## src/rtl/dma_desc_seq.sv

```systemverilog
module dma_desc_seq (
  input  logic        clk,
  input  logic        rst_n,
  input  logic        run,
  input  logic        wake_req,
  input  logic        flush_req,
  input  logic [3:0]  dev_cond,
  input  logic [7:0]  intr_sel,
  input  logic [7:0]  br_sel,
  input  logic [7:0]  wait_sel,
  input  logic        cp_load,
  input  logic [31:0] cp_value,
  output logic        mem_req,
  output logic        mem_we,
  output logic [31:0] mem_addr,
  output logic [3:0]  mem_be,
  output logic [31:0] mem_wdata,
  input  logic        mem_ack,
  input  logic [31:0] mem_rdata,
  output logic        xfer_req,
  output logic        xfer_out,
  output logic        xfer_last,
  output logic [31:0] xfer_addr,
  output logic [15:0] xfer_count,
  output logic [1:0]  xfer_key,
  input  logic        xfer_done,
  input  logic [15:0] xfer_resid,
  output logic [31:0] cmd_ptr,
  output logic [15:0] chan_status,
  output logic        irq,
  output logic        kill
);
  localparam logic [3:0] OP_LOAD = 4'd4;
  localparam logic [3:0] OP_STORE = 4'd5;
  localparam logic [3:0] OP_STOP = 4'd7;
  localparam logic [2:0] KEY_BAD = 3'd4;
  localparam logic [2:0] KEY_REG = 3'd5;

  typedef enum logic [3:0] {
    S_IDLE, S_FETCH, S_EXEC, S_XFER, S_LDST, S_WAIT, S_WB_DEP, S_WB_ST, S_DONE
  } state_t;

  state_t      state;
  logic [1:0]  widx;
  logic [31:0] cp;
  logic [15:0] d_req, d_cmd, d_res;
  logic [31:0] d_addr, d_dep;
  logic        run_q, active, dead, bt, wake, flush, irq_r, kill_r;

  function automatic logic decide(input logic [1:0] mode, input logic [7:0] sel,
                                  input logic [3:0] dev);
    logic c;
    c = ((dev & sel[7:4]) == (sel[3:0] & sel[7:4]));
    case (mode)
      2'd0: decide = 1'b0;
      2'd1: decide = c;
      2'd2: decide = !c;
      default: decide = 1'b1;
    endcase
  endfunction

  wire [3:0] op     = d_cmd[15:12];
  wire [2:0] key    = d_cmd[10:8];
  wire       is_xfr = (op <= 4'd3);
  wire       is_ls  = (op == OP_LOAD) || (op == OP_STORE);
  wire       bad    = (key == KEY_BAD) || (op > OP_STOP) ||
                      (is_xfr && ((d_addr == 32'd0) || (key > 3'd3))) ||
                      (is_ls && (key < KEY_REG));

  wire [3:0]  be_base = d_req[2] ? 4'hF : (d_req[1] ? 4'h3 : 4'h1);
  wire [31:0] bmask   = d_req[2] ? 32'hFFFF_FFFF : (d_req[1] ? 32'h0000_FFFF : 32'h0000_00FF);
  wire [4:0]  bsh     = {d_addr[1:0], 3'b000};
  wire [31:0] ld_val  = (d_dep & ~bmask) | ((mem_rdata >> bsh) & bmask);

  assign chan_status = {run, flush, wake, dead, active, bt, 6'b0, dev_cond};
  assign cmd_ptr     = cp;
  assign irq         = irq_r;
  assign kill        = kill_r;
  assign xfer_req    = (state == S_XFER);
  assign xfer_out    = !op[1];
  assign xfer_last   = op[0];
  assign xfer_addr   = d_addr;
  assign xfer_count  = d_req;
  assign xfer_key    = key[1:0];

  always_comb begin
    mem_req   = 1'b0;
    mem_we    = 1'b0;
    mem_addr  = 32'd0;
    mem_be    = 4'hF;
    mem_wdata = 32'd0;
    case (state)
      S_FETCH: begin
        mem_req  = 1'b1;
        mem_addr = cp + {28'd0, widx, 2'b00};
      end
      S_LDST: begin
        mem_req   = 1'b1;
        mem_we    = (op == OP_STORE);
        mem_addr  = {d_addr[31:2], 2'b00};
        mem_be    = be_base << d_addr[1:0];
        mem_wdata = d_dep << bsh;
      end
      S_WB_DEP: begin
        mem_req   = 1'b1;
        mem_we    = 1'b1;
        mem_addr  = cp + 32'd8;
        mem_wdata = d_dep;
      end
      S_WB_ST: begin
        mem_req   = 1'b1;
        mem_we    = 1'b1;
        mem_addr  = cp + 32'd12;
        mem_wdata = {chan_status, d_res};
      end
      default: ;
    endcase
  end

  always_ff @(posedge clk or negedge rst_n) begin
    if (!rst_n) begin
      state  <= S_IDLE;
      widx   <= 2'd0;
      cp     <= 32'd0;
      d_req  <= 16'd0;
      d_cmd  <= 16'd0;
      d_res  <= 16'd0;
      d_addr <= 32'd0;
      d_dep  <= 32'd0;
      run_q  <= 1'b0;
      active <= 1'b0;
      dead   <= 1'b0;
      bt     <= 1'b0;
      wake   <= 1'b0;
      flush  <= 1'b0;
      irq_r  <= 1'b0;
      kill_r <= 1'b0;
    end else begin
      irq_r <= 1'b0;
      kill_r <= 1'b0;
      run_q <= run;
      if (cp_load && !active) cp <= {cp_value[31:4], 4'b0000};
      if (!run) begin
        active <= 1'b0;
        dead   <= 1'b0;
        state  <= S_IDLE;
      end else begin
        if (!run_q) active <= 1'b1;
        if (wake_req && !dead) begin
          wake   <= 1'b1;
          active <= 1'b1;
        end
        case (state)
          S_IDLE: if (active && !dead) begin
            state <= S_FETCH;
            widx  <= 2'd0;
            wake  <= 1'b0;
          end
          S_FETCH: if (mem_ack) begin
            case (widx)
              2'd0: begin d_req <= mem_rdata[15:0]; d_cmd <= mem_rdata[31:16]; end
              2'd1: d_addr <= mem_rdata;
              2'd2: d_dep <= mem_rdata;
              default: d_res <= mem_rdata[15:0];
            endcase
            widx <= widx + 2'd1;
            if (widx == 2'd3) state <= S_EXEC;
          end
          S_EXEC: begin
            if (bad) begin
              dead   <= 1'b1;
              active <= 1'b0;
              irq_r  <= 1'b1;
              kill_r <= 1'b1;
              state  <= S_IDLE;
            end else if (op == OP_STOP) begin
              active <= 1'b0;
              state  <= S_IDLE;
            end else if (is_xfr) state <= S_XFER;
            else if (is_ls) state <= S_LDST;
            else state <= S_WAIT;
          end
          S_XFER: if (xfer_done) begin
            d_res <= xfer_resid;
            state <= S_WAIT;
          end
          S_LDST: if (mem_ack) begin
            if (op == OP_LOAD) d_dep <= ld_val;
            state <= S_WAIT;
          end
          S_WAIT: if (!decide(d_cmd[1:0], wait_sel, dev_cond))
            state <= (op == OP_LOAD) ? S_WB_DEP : S_WB_ST;
          S_WB_DEP: if (mem_ack) state <= S_WB_ST;
          S_WB_ST:  if (mem_ack) state <= S_DONE;
          S_DONE: begin
            flush <= 1'b0;
            if (decide(d_cmd[5:4], intr_sel, dev_cond)) irq_r <= 1'b1;
            if (!is_ls && decide(d_cmd[3:2], br_sel, dev_cond)) begin
              cp <= {d_dep[31:4], 4'b0000};
              bt <= 1'b1;
            end else begin
              cp <= cp + 32'd16;
              bt <= 1'b0;
            end
            state <= S_IDLE;
          end
          default: state <= S_IDLE;
        endcase
      end
      if (flush_req) flush <= 1'b1;
    end
  end
endmodule

```

## config.mk

```make
export PLATFORM = sky130hd
export DESIGN_NAME = dma_desc_seq
export DESIGN_NICKNAME = d
export VERILOG_FILES = /design/src/rtl/dma_desc_seq.sv
export SDC_FILE = /design/constraint.sdc
export NUM_CORES = 1
export LEC_CHECK = 0
export BUFFER_PORTS_ARGS = -buffer_cell sky130_fd_sc_hd__buf_2
export CAP_MARGIN = 10
export CORE_UTILIZATION = 30
export DETAILED_ROUTE_END_ITERATION = 12
export GPL_ROUTABILITY_DRIVEN = 0
export MAX_ROUTING_LAYER = met4
export PLACE_DENSITY = 0.52
export SYNTH_ARGS = -nofsm -noshare
export SYNTH_HDL_FRONTEND = slang
export SYNTH_SLANG_ARGS = --single-unit
```

## constraint.sdc

```tcl
create_clock -name clk -period 5.8 [get_ports clk]
set_clock_uncertainty 0.15 [all_clocks]
set_input_delay 0.29 -clock clk [delete_from_list [all_inputs] [get_ports clk]]
set_output_delay 0.29 -clock clk [all_outputs]
set_load 0.1 [all_outputs]
```

# == Yosys cells after proc, flatten, opt, wreduce, memory -nomap -nowiden ==
# Index checks and enable logic that the tools add are counted.
# totals
ff_bits,158
inputBits,116
out_inout_bits,173
elab_cells,191
# op_classes
addsub,5
order_cmp,4
eq_ne,41
shift,3
n_mux,71
bitwise_logic,10
n_reduce_logical,41
# ops
cell,n
2-to-1 mux 32 bit,9
one-hot mux 32 bit (4 select lines),1
one-hot mux 32 bit (3 select lines),1
"adder 32 x 4 -> 32 bit, second input constant",2
AND 32 bit,2
2-to-1 mux 16 bit,4
one-hot mux 32 bit (2 select lines),1
2-to-1 mux 4 bit,11
adder 32 x 4 -> 32 bit,1
"adder 32 x 5 -> 32 bit, second input constant",1
logical NOT 32 bit,1
inverter 32 bit,1
bitwise OR 32 bit,1
one-hot mux 16 bit (2 select lines),1
one-hot mux 4 bit (8 select lines),1
left shift 32 x 5 -> 32 bit,1
right shift 32 x 5 -> 32 bit,1
2-to-1 mux 1 bit,30
"== test 4 x 3 -> 1 bit, second input constant",7
AND 4 bit,6
"!= test 3 bit, second input constant",7
== test 4 bit,3
AND reduction 4 bit,3
"== test 2 bit, second input constant",5
32 further kinds,74

# == Longest topological paths before layout ==
# Gate-level depths: netlist of run 1.
# depth
ltp_word,10
mapped_depth,12
ltp_nobuf,9

# == Worst setup path before layout of run 1 ==
# No wires, ideal clock.
# synth_path
path_type,register to output
from,register cp[5] (netlist: cmd_ptr[5])
to,output port mem_addr[30]
arrival_ns,4.803
slack_ns,0.557
stages_incl_launch_ff,9
path_buffers,2
path_cell_list,dfrtp_1 > ha_1 > buf_4 > nand3_4 > or4_4 > buf_6 > nor4b_4 > a21oi_1 > o21ai_0
# synth_between
elab_chain_cells,2
# synth_lines
item,line,text
from (decl),45,logic [31:0] cp;
from (signal assigned),142,"if (cp_load && !active) cp <= {cp_value[31:4], 4'b0000};"
from (signal assigned),199,"cp <= {d_dep[31:4], 4'b0000};"
from (signal assigned),202,cp <= cp + 32'd16;
"adder 32 x 4 -> 32 bit, on equally long branches","113, 107, 95",
one-hot mux 32 bit (4 select lines) (*),92,case (state)
to (decl),15,"output logic [31:0] mem_addr,"
# Every way passes the cells marked *; elsewhere a longest branch is shown, timed or not.

# == Worst setup path in the final report of run 1 ==
# layout_path
from,register state[1]
to,output port mem_addr[10]
# layout_between
elab_chain_cells,2
# layout_lines
item,line,text
from (decl),43,state_t state;
from (signal assigned),192,state <= (op == OP_LOAD) ? S_WB_DEP : S_WB_ST;
== test 4 x 3 -> 1 bit or == test 4 x 1 -> 1 bit (tied branches),92,
one-hot mux 32 bit (4 select lines) (*),92,
# Marked as above.

==> results of run 1 <==
==> placed cells by master (no fill, tap or decap), types with 4 or more instances in the layout <==
cell type      synthesis  routed
inv_1                 33      33
nand2_1              109     109
buf_2                 29     277
and2_1                14      14
o21ai_0               83      83
nor2_1                78      77
a222oi_1               9       9
xnor2_1               33      33
a22oi_1               59      59
xor2_1                47      47
ha_1                   8       8
mux2i_1               55      55
clkbuf_16              0      17
a21oi_1               66      66
a22o_1                13      13
mux2_2                58      58
nand3_1               40      40
o221ai_1               5       5
a211oi_1               4       4
nor4_1                12      12
buf_4                 26      16
or3_1                  6       6
o22ai_1               21      21
o311a_1               13      13
o31ai_1               11      11
dlygate4sd3_1          0      13
conb_1                 1       6
nand2b_1              10      10
dfrtp_1              155     155
nor3_1                21      19
nand4_1               13      13
nor2b_1               20      19
a21o_1                 5       5
and4_1                 4       4
inv_6                  0       6
a31oi_1                5       5
and3_1                 8       8
==> through the flow <==
step | power [mW] | setup WS, ns | hold WS (ns) | instances
2_1_floorplan | 5.270 | 0.5566 | -0.1556 | 1194
3_3_place_gp | 6.189 | 1.782 | 0.3241 | 1823
3_5_place_dp | 6.223 | 1.752 | 0.3255 | 1823
4_1_cts | 7.382 | 1.267 | 0.002488 | 1868
5_1_grt | 7.707 | 0.9797 | 0.01463 | 1871
6_report | 7.398 | 1.182 | 0.01540 | 1871
==> how the worst min path moves through the flow <==
stage                        start                     to  slack, ns  cells after the start
floorplan                    rst_n              async pin      -0.16                      0
global placement         flush_req      flush$_DFFE_PN0P_       0.32                      2
detailed placement       flush_req      flush$_DFFE_PN0P_       0.33                      2
CTS                  mem_rdata[28]              flip-flop      0.002                      3
global route        xfer_resid[13]  d_res[13]$_DFFE_PN0P_       0.01                      3
finish               xfer_resid[7]   d_res[7]$_DFFE_PN0P_       0.02                      3
==> logic make-up after synthesis <==
group / count (synthesis) / share of synthesized area (%)
and+or+nand+nor: 362 / 17.49
AOI/OAI and AO/OA: 315 / 19.62
DFF: 155 / 36.73
buffers and inverters: 154 / 6.966
muxes: 113 / 11.40
xor gates and xnor gates: 80 / 6.634
adders and majority gates: 9 / 1.137
other: 1 / 0.03551
==> layout make-up <==
class	count	area (um^2)	share of cell area (%)
Antenna cell	3	7.507	0.05857
Clock buffer	18	429.2	3.348
Tap cell	455	569.3	4.441
Timing Repair Buffer	307	1648	12.86
Sequential cell	155	3879	30.26
Clock inverter	14	153.9	1.201
Multi-Input combinational cell	885	6005	46.84
Inverter	34	127.6	0.9956
==> power by group <==
part           total, mW  switching (mW)  internal, mW
logic               4.03            3.13         0.904
clock network       1.14           0.531         0.610
registers           2.22           0.759          1.46
==> critical path: stages (launching register included) <==
cell     delay, ns
dfrtp_1       0.79
nand2_1       0.29
o21ai_0       0.26
ha_1          0.22
inv_1         0.06
fa_1          0.62
or3_1         0.46
xor2_1        0.14
o21ai_0       0.37
buf_2         0.51
==> metal layers <==
layer	GRT usage (%)	vias to the layer above	wire (um)
met5	-	-	0
met4	7.599	0	1096
met3	5.608	51	3775
met2	38.10	523	20270
met1	33.67	5083	19320
li1	-	4693	-
==> repair_timing <==
action / CTS / global route
setup buffers: 0 / 0
endpoints found under the hold margin: 115 / 0
hold buffers: 13 / 0
setup endpoints to repair: 0 / 0
==> reports/qor.yml, run 1 <==
clk_pin_slew_ns: 0.07
die_h_um: 189.6
path_class: "flip-flop to output pin"
die_x_um: 189.6
placed_area_mm2: 0.01210
netlist_instances: 1189
ys_seq_area_share_pct: 36.73
vdd_drop_max_uv: 407.8
setup-violations-final: 0
start_util_pct: 30.50
r2r-start: "state[1]$_DFFE_PN0P_"
endpoint: "mem_addr[10]"
synth_largest_area_cell: "dfrtp_1"
synth_edf_count: 0
min_period_ns: 4.618
ant_nets: 0
fill_cells: 3671
relSlewSlack_pct: 24.48
status: "completed"
path_max_fanout: 21
placementRows: 68
cts.sinks: 155
utilization_pct: 37.02
synth_most_common_cell: "dfrtp_1"
maxSlewViolCount: 0
yosys-top-cells-area: "dfrtp_1 (37%), mux2_2 (6.2%), mux2i_1 (5.2%)"
htreeDepth: 4
clock_latency_ns: 0.44
tns_ns: 0
syn_area_per_cell_um2: 8.883
async_flop_share_pct: 100.0
firstDrtPassIters: 7
nNetsFinal: 1525
vias: 10350
finalCritPeriodShare_pct: 79.62
grt_pass1_vias: 9811
wl_um: 44460
critical_path.startpoint: "state[1]$_DFFE_PN0P_"
synth_ff_type: "dfrtp_1"
wl_per_cell_um: 23.76
start_kind: "flip-flop"
core-area_mm2: 0.03463
pwr_density_cell_mw_per_mm2: 577.1
end_kind: "output pin"
avgViaCountPerCell: 5.532
numCtsBuffers: 17
drive_above_1_share_pct: 28.87
hold_path.class: "primary input to flip-flop"
grt_pass1_wl_um: 64730
place_hpwl_um: 33520
leakage_nw: 5.857
grt_max_degree: 104
pin_count: 289
cts-root-buf: "clkbuf_16"
ys_ff_latch: 155
drv_cap: 0
drcViolationCount: 0
drt-initial-drc-count: 1073
grt.total_usage_pct: 25.27
arrival_ns: 4.18
cts_tree: "done"
cts-resized-gates: 0
dieArea_mm2: 0.03596
clk_path_buf_depth: 2
antenna_found_initial: 3
fmax_mhz: 216.5
netlist.area_leader.share_pct: 36.73
synth_cell_types: 75
yosys_warnings: 0
reg2reg_setup_slack_ns: 2.00
stdcell_area_mm2: 0.01282
cp.required_ns: 5.36
tightestPinTransition_ns: 1.130
synth_area_mm2: 0.01056
synth_common_cells: "dfrtp_1 (155), nand2_1 (109), o21ai_0 (83)"
worst-r2r-cell-count: 7
area_growth_pct: 21.37
grt-ovfl-total: 0
io_buffers: 278
rsz0062_at_grt: "false"
hold_violations: 0
No activity file was read; power rests on OpenSTA's default activity.
==> run 2: changes to the inputs <==
- clock period: 5.8 -> 4.3 ns (I/O delays scaled with it)
==> run 2 against run 1 <==
Compared with the run above:
- first-iteration DRC count decreased by 4.7%
- die area unchanged
- flip-flop and latch count unchanged
- worst hold slack improved by 0.0030 ns
- clock-buffer cell count unchanged
- sequential power increased by 32%
- via count increased by 2.1%
- power increased by 36%
- setup slack got worse by 0.92 ns
- final cell count increased by 2.3%
- utilization increased by 1.2 points
- sequential share of layout area decreased by 0.98 points
==> reports/qor.yml, run 2 (synthesized netlist as in run 1, its figures left out) <==
drive_above_1_share_pct: 28.89  # about the same
fmax_mhz: 247.9
die_x_um: 189.6  # unchanged
placed_area_mm2: 0.01218  # +0.71%
clk_pin_slew_ns: 0.07  # about the same
grt_pass1_vias: 9897  # +0.88%
grt_pass1_wl_um: 64560  # -0.25%
wl_um: 44540  # +0.18%
pre_cts_ws_ns: 0.8198  # -0.9326 ns
leakage_nw: 6.056  # +3.4%
grt-ovfl-total: 0  # unchanged
firstDrtPassIters: 5  # -2
mostFrequentLayoutCells: "buf_2 (277), dfrtp_1 (155), nand2_1 (109)"
hold_violations: 0  # unchanged
place_hpwl_um: 33910  # +1.1%
core-area_mm2: 0.03463  # unchanged
finalCritPeriodShare_pct: 93.80
status: "completed"
htreeDepth: 4  # unchanged
rsz0062_at_grt: "false"
drv_cap: 0  # unchanged
ant_nets: 0  # unchanged
cts.sinks: 155  # unchanged
min_period_ns: 4.033
vdd_drop_max_uv: 633.3  # +55%
tightestPinTransition_ns: 1.053  # -0.07763 ns
grt.total_usage_pct: 25.18  # -0.085 points
drcViolationCount: 0  # unchanged
start_kind: "flip-flop"
nNetsFinal: 1569  # +2.9%
start_util_pct: 30.50  # unchanged
pwr_density_cell_mw_per_mm2: 758.5  # +31%
stdcell_area_mm2: 0.01325  # +3.4%
dieArea_mm2: 0.03596  # unchanged
numCtsBuffers: 17  # unchanged
dp_cells: 1833  # +0.55%
setup-violations-final: 0  # unchanged
cts-resized-gates: 0  # unchanged
clk_path_buf_depth: 2  # unchanged
layoutNonFillerInstCount: 1914  # +2.3%
end_kind: "output pin"
antenna_found_initial: 2  # -1
mostFrequentLayoutCell: "buf_2"
fill_cells: 3569  # -2.8%
vias: 10560  # +2.1%
clock_latency_ns: 0.44  # about the same
path_class: "flip-flop to output pin"
hold_path.class: "primary input to flip-flop"
arrival_ns: 3.67  # -0.51 ns
cp.required_ns: 3.93  # -1.43 ns
wl_per_cell_um: 23.27  # -2.1%
die_h_um: 189.6  # unchanged
cts_tree: "done"
utilization_pct: 38.26  # +1.2 points
path_max_fanout: 15  # -29%
area_growth_pct: 25.45
grt_max_degree: 82  # -21%
pin_count: 289  # unchanged
finalWorstSetupSlack_ns: 0.2666  # -0.9152 ns
relSlewSlack_pct: 29.66  # +5.2 points
placementRows: 68  # unchanged
hold_ws_ns: 0.01845  # +0.003046 ns
avgViaCountPerCell: 5.519  # -0.23%
drt-initial-drc-count: 1023  # -4.7%
io_buffers: 278  # unchanged
cts-root-buf: "clkbuf_16"
maxSlewViolCount: 0  # unchanged
-- run 2: routing by layer --
metal | global-route usage, % | vias up | routed length [um]
met5 | - | - | 0
met4 | 8.716 | 0 | 1237
met3 | 5.257 | 57 | 4203
met2 | 37.74 | 526 | 20090
met1 | 33.53 | 5204 | 19000
li1 | - | 4776 | -
-- run 2: where the power goes --
group	switching (mW)	internal, mW
logic	4.29	1.27
clock network	0.718	0.826
registers	0.967	1.98
-- run 2: stage by stage --
step                total power [mW]  setup TNS [ns]
finish                         10.05               0
CTS                            10.02               0
global route                   10.46               0
global placement               8.395               0
floorplan                      7.125         -0.1119
detailed placement             8.437               0
-- run 2: repair_timing --
action | 4_1_cts | 5_1_grt
hold buffers | 47 | 0
endpoints found under the hold margin | 135 | 0
setup buffers | 0 | 0
-- run 2: area by class of cell --
| type | count | area, um^2 | share of cell area (%) |
|---|---|---|---|
| antenna | 2 | 5.005 | 0.03777 |
| clock buffer | 18 | 429.2 | 3.239 |
| clock inverter | 14 | 160.2 | 1.209 |
| inverter | 34 | 127.6 | 0.9633 |
| multi-input combinational | 885 | 6016 | 45.41 |
| sequential | 155 | 3879 | 29.28 |
| tap | 455 | 569.3 | 4.297 |
| timing repair buffer | 351 | 2063 | 15.57 |
-- run 2: worst max-delay path: stages, from the launching register on --
cell and delay (ns):
dfrtp_1 0.36, buf_4 0.18, nand2b_1 0.25, o21ai_0 0.18, ha_1 0.33, a21oi_1 0.10, nor4_1 0.61, nor4b_2 0.35
xor2_1 0.19, a22oi_1 0.08, o21ai_1 0.12, buf_2 0.47
-- run 2: worst paths after layout --
path / start / to / slack, ns / cells past startpoint
hold / removal: cp_value[7] / cmd_ptr[7]$_DFF_PN0_ / 0.02 / 4
min in group asynchronous: rst_n / d_res[13]$_DFFE_PN0P_ / 0.23 / 2
max in group asynchronous: rst_n / xfer_addr[10]$_DFFE_PN0P_ / 2.71 / 3
setup reg to reg: state[1]$_DFFE_PN0P_ / flip-flop / 1.14 / 8
hold reg to reg: xfer_count[3]$_DFFE_PN0P_ / xfer_count[3]$_DFFE_PN0P_ / 0.35 / 1
setup / recovery: state[2]$_DFFE_PN0P_ / mem_addr[29] / 0.27 / 11
==> run 3: changes to the inputs <==
- MAX_ROUTING_LAYER: met4 -> not set
==> run 3 against run 2 <==
Compared with the run above:
- via count hardly changed
- clock power about the same
- first-iteration DRC count down 9.6%
- critical path depth unchanged
- final cell count hardly changed
- flip-flop and latch count did not move
- worst hold slack improved by 0.0011 ns
- largest power group unchanged
==> reports/qor.yml, run 3 (synthesized netlist as in run 1, its figures left out) <==
status: "completed"
grt_pass1_vias: 9884  # -0.13%
clk_pin_slew_ns: 0.07  # about the same
mostFrequentLayoutCells: "buf_2 (277), dfrtp_1 (155), nand2_1 (109)"
crit_chain: "buf_4 > nand2b_1 > o21ai_0 > ha_1 > a21oi_1 > nor4_1 > nor4b_2 > xor2_1 > a22oi_1 > o21ai_1 > buf_2"
vias: 10560  # -0.0095%
maxSlewViolCount: 0  # unchanged
grt_max_degree: 82  # unchanged
start_util_pct: 30.50  # unchanged
nNetsFinal: 1569  # unchanged
pwr_density_cell_mw_per_mm2: 758.3  # about the same
io_buffers: 278  # unchanged
total_power_mw: 10.04  # about the same
clk_path_buf_depth: 2  # unchanged
path_class: "flip-flop to output pin"
pin_count: 289  # unchanged
leakage_nw: 6.056  # about the same
grt-ovfl-total: 0  # unchanged
place_hpwl_um: 33910  # unchanged
layoutNonFillerInstCount: 1913  # -0.052%
rsz0062_at_grt: "false"
tightestPinTransition_ns: 1.069  # +0.01585 ns
relSlewSlack_pct: 28.61  # -1.1 points
cp.required_ns: 3.93  # about the same
htreeDepth: 4  # unchanged
hold_violations: 0  # unchanged
drt-initial-drc-count: 925  # -9.6%
cts.sinks: 155  # unchanged
firstDrtPassIters: 5  # unchanged
core-area_mm2: 0.03463  # unchanged
tns_ns: 0  # unchanged
wl_um: 44520  # about the same
holdPathStages: 4  # unchanged
ant_nets: 0  # unchanged
worst-r2r-cell-count: 8  # unchanged
placementRows: 68  # unchanged
area_growth_pct: 25.42  # about the same
cp_top_family: "simple AND/OR/NAND/NOR gates"
end_kind: "output pin"
start_kind: "flip-flop"
antenna_found_initial: 1  # -1
slowest_delay_ns: 0.62  # about the same
drcViolationCount: 0  # unchanged
grt.total_usage_pct: 24.46  # -0.72 points
cts_tree: "done"
dp_cells: 1833  # unchanged
crit_buf_inv: 2  # unchanged
r2r-start: "state[1]$_DFFE_PN0P_"
die_x_um: 189.6  # unchanged
cts-root-buf: "clkbuf_16"
vdd_drop_max_uv: 632.6  # -0.11%
min_period_ns: 4.028  # -0.005051 ns
wl_per_cell_um: 23.27  # about the same
path_max_fanout: 15  # unchanged
min_to: "cmd_ptr[7]$_DFF_PN0_"
dieArea_mm2: 0.03596  # unchanged
hold_ws_ns: 0.01953  # +0.001085 ns
cts-resized-gates: 0  # unchanged
numCtsBuffers: 17  # unchanged
utilization_pct: 38.25  # about the same
crit_slowest_cell: "nor4_1"
hold_path.class: "primary input to flip-flop"
fmax_mhz: 248.2  # +0.13%
reg2reg_setup_slack_ns: 1.15  # about the same
setup-violations-final: 0  # unchanged
grt_pass1_wl_um: 64630  # +0.11%
clock_latency_ns: 0.44  # about the same
finalCritPeriodShare_pct: 93.68  # -0.12 points
arrival_ns: 3.66  # about the same
mostFrequentLayoutCell: "buf_2"
die_h_um: 189.6  # unchanged
avgViaCountPerCell: 5.521  # about the same
drive_above_1_share_pct: 28.89  # unchanged
drv_cap: 0  # unchanged
hold_path.startpoint: "cp_value[7]"
critical_path.startpoint: "state[2]$_DFFE_PN0P_"
## run 3: repair_timing
item,CTS,global route
hold endpoints to repair,135,0
hold buffers,47,0
buffers inserted,0,0
## run 3: how the worst max path moves through the flow
stage	to	cells past startpoint	slack [ns]
after floorplan	mem_addr[30]	8	-0.11
after global placement	mem_addr[29]	11	0.87
after detailed placement	mem_addr[29]	11	0.82
after CTS	mem_addr[29]	11	0.31
after global routing	mem_addr[29]	11	0.13
final	mem_addr[29]	11	0.27
## run 3: layer usage
| layer | track usage, % | up-vias | wire [um] | share of wire, % |
|---|---|---|---|---|
| met1 | 33.53 | 5172 | 19070 | 43 |
| met3 | 5.368 | 63 | 4080 | 9.2 |
| met2 | 37.94 | 535 | 20070 | 45 |
| met5 | 0 | - | 0 | 0 |
| met4 | 8.189 | 0 | 1294 | 2.9 |
| li1 | - | 4792 | - | - |
## run 3: cell type report
class | count | area, um^2
clock buffer | 18 | 429.2
antenna | 1 | 2.502
sequential | 155 | 3879
clock inverter | 14 | 160.2
tap | 455 | 569.3
fill | 3570 | 21380
multi-input combinational | 885 | 6016
timing repair buffer | 351 | 2063
inverter | 34 | 127.6
## run 3: worst min-delay path: stages
cell	delay (ns)
buf_2	0.07
mux2i_1	0.05
nand2_1	0.07
o311a_1	0.15
## run 3: per-stage QoR
| step | instance area, um^2 | worst slack [ns] |
|---|---|---|
| global route | 13250 | 0.1281 |
| CTS | 13240 | 0.3053 |
| floorplan | 10590 | -0.1119 |
| global placement | 12180 | 0.8736 |
| detailed placement | 12180 | 0.8198 |
| finish | 13250 | 0.2716 |
## run 3: power by group
group	switching (mW)	total (mW)	internal, mW
Clock	0.713	1.54	0.826
Combinational	4.29	5.56	1.27
Sequential	0.966	2.94	1.98
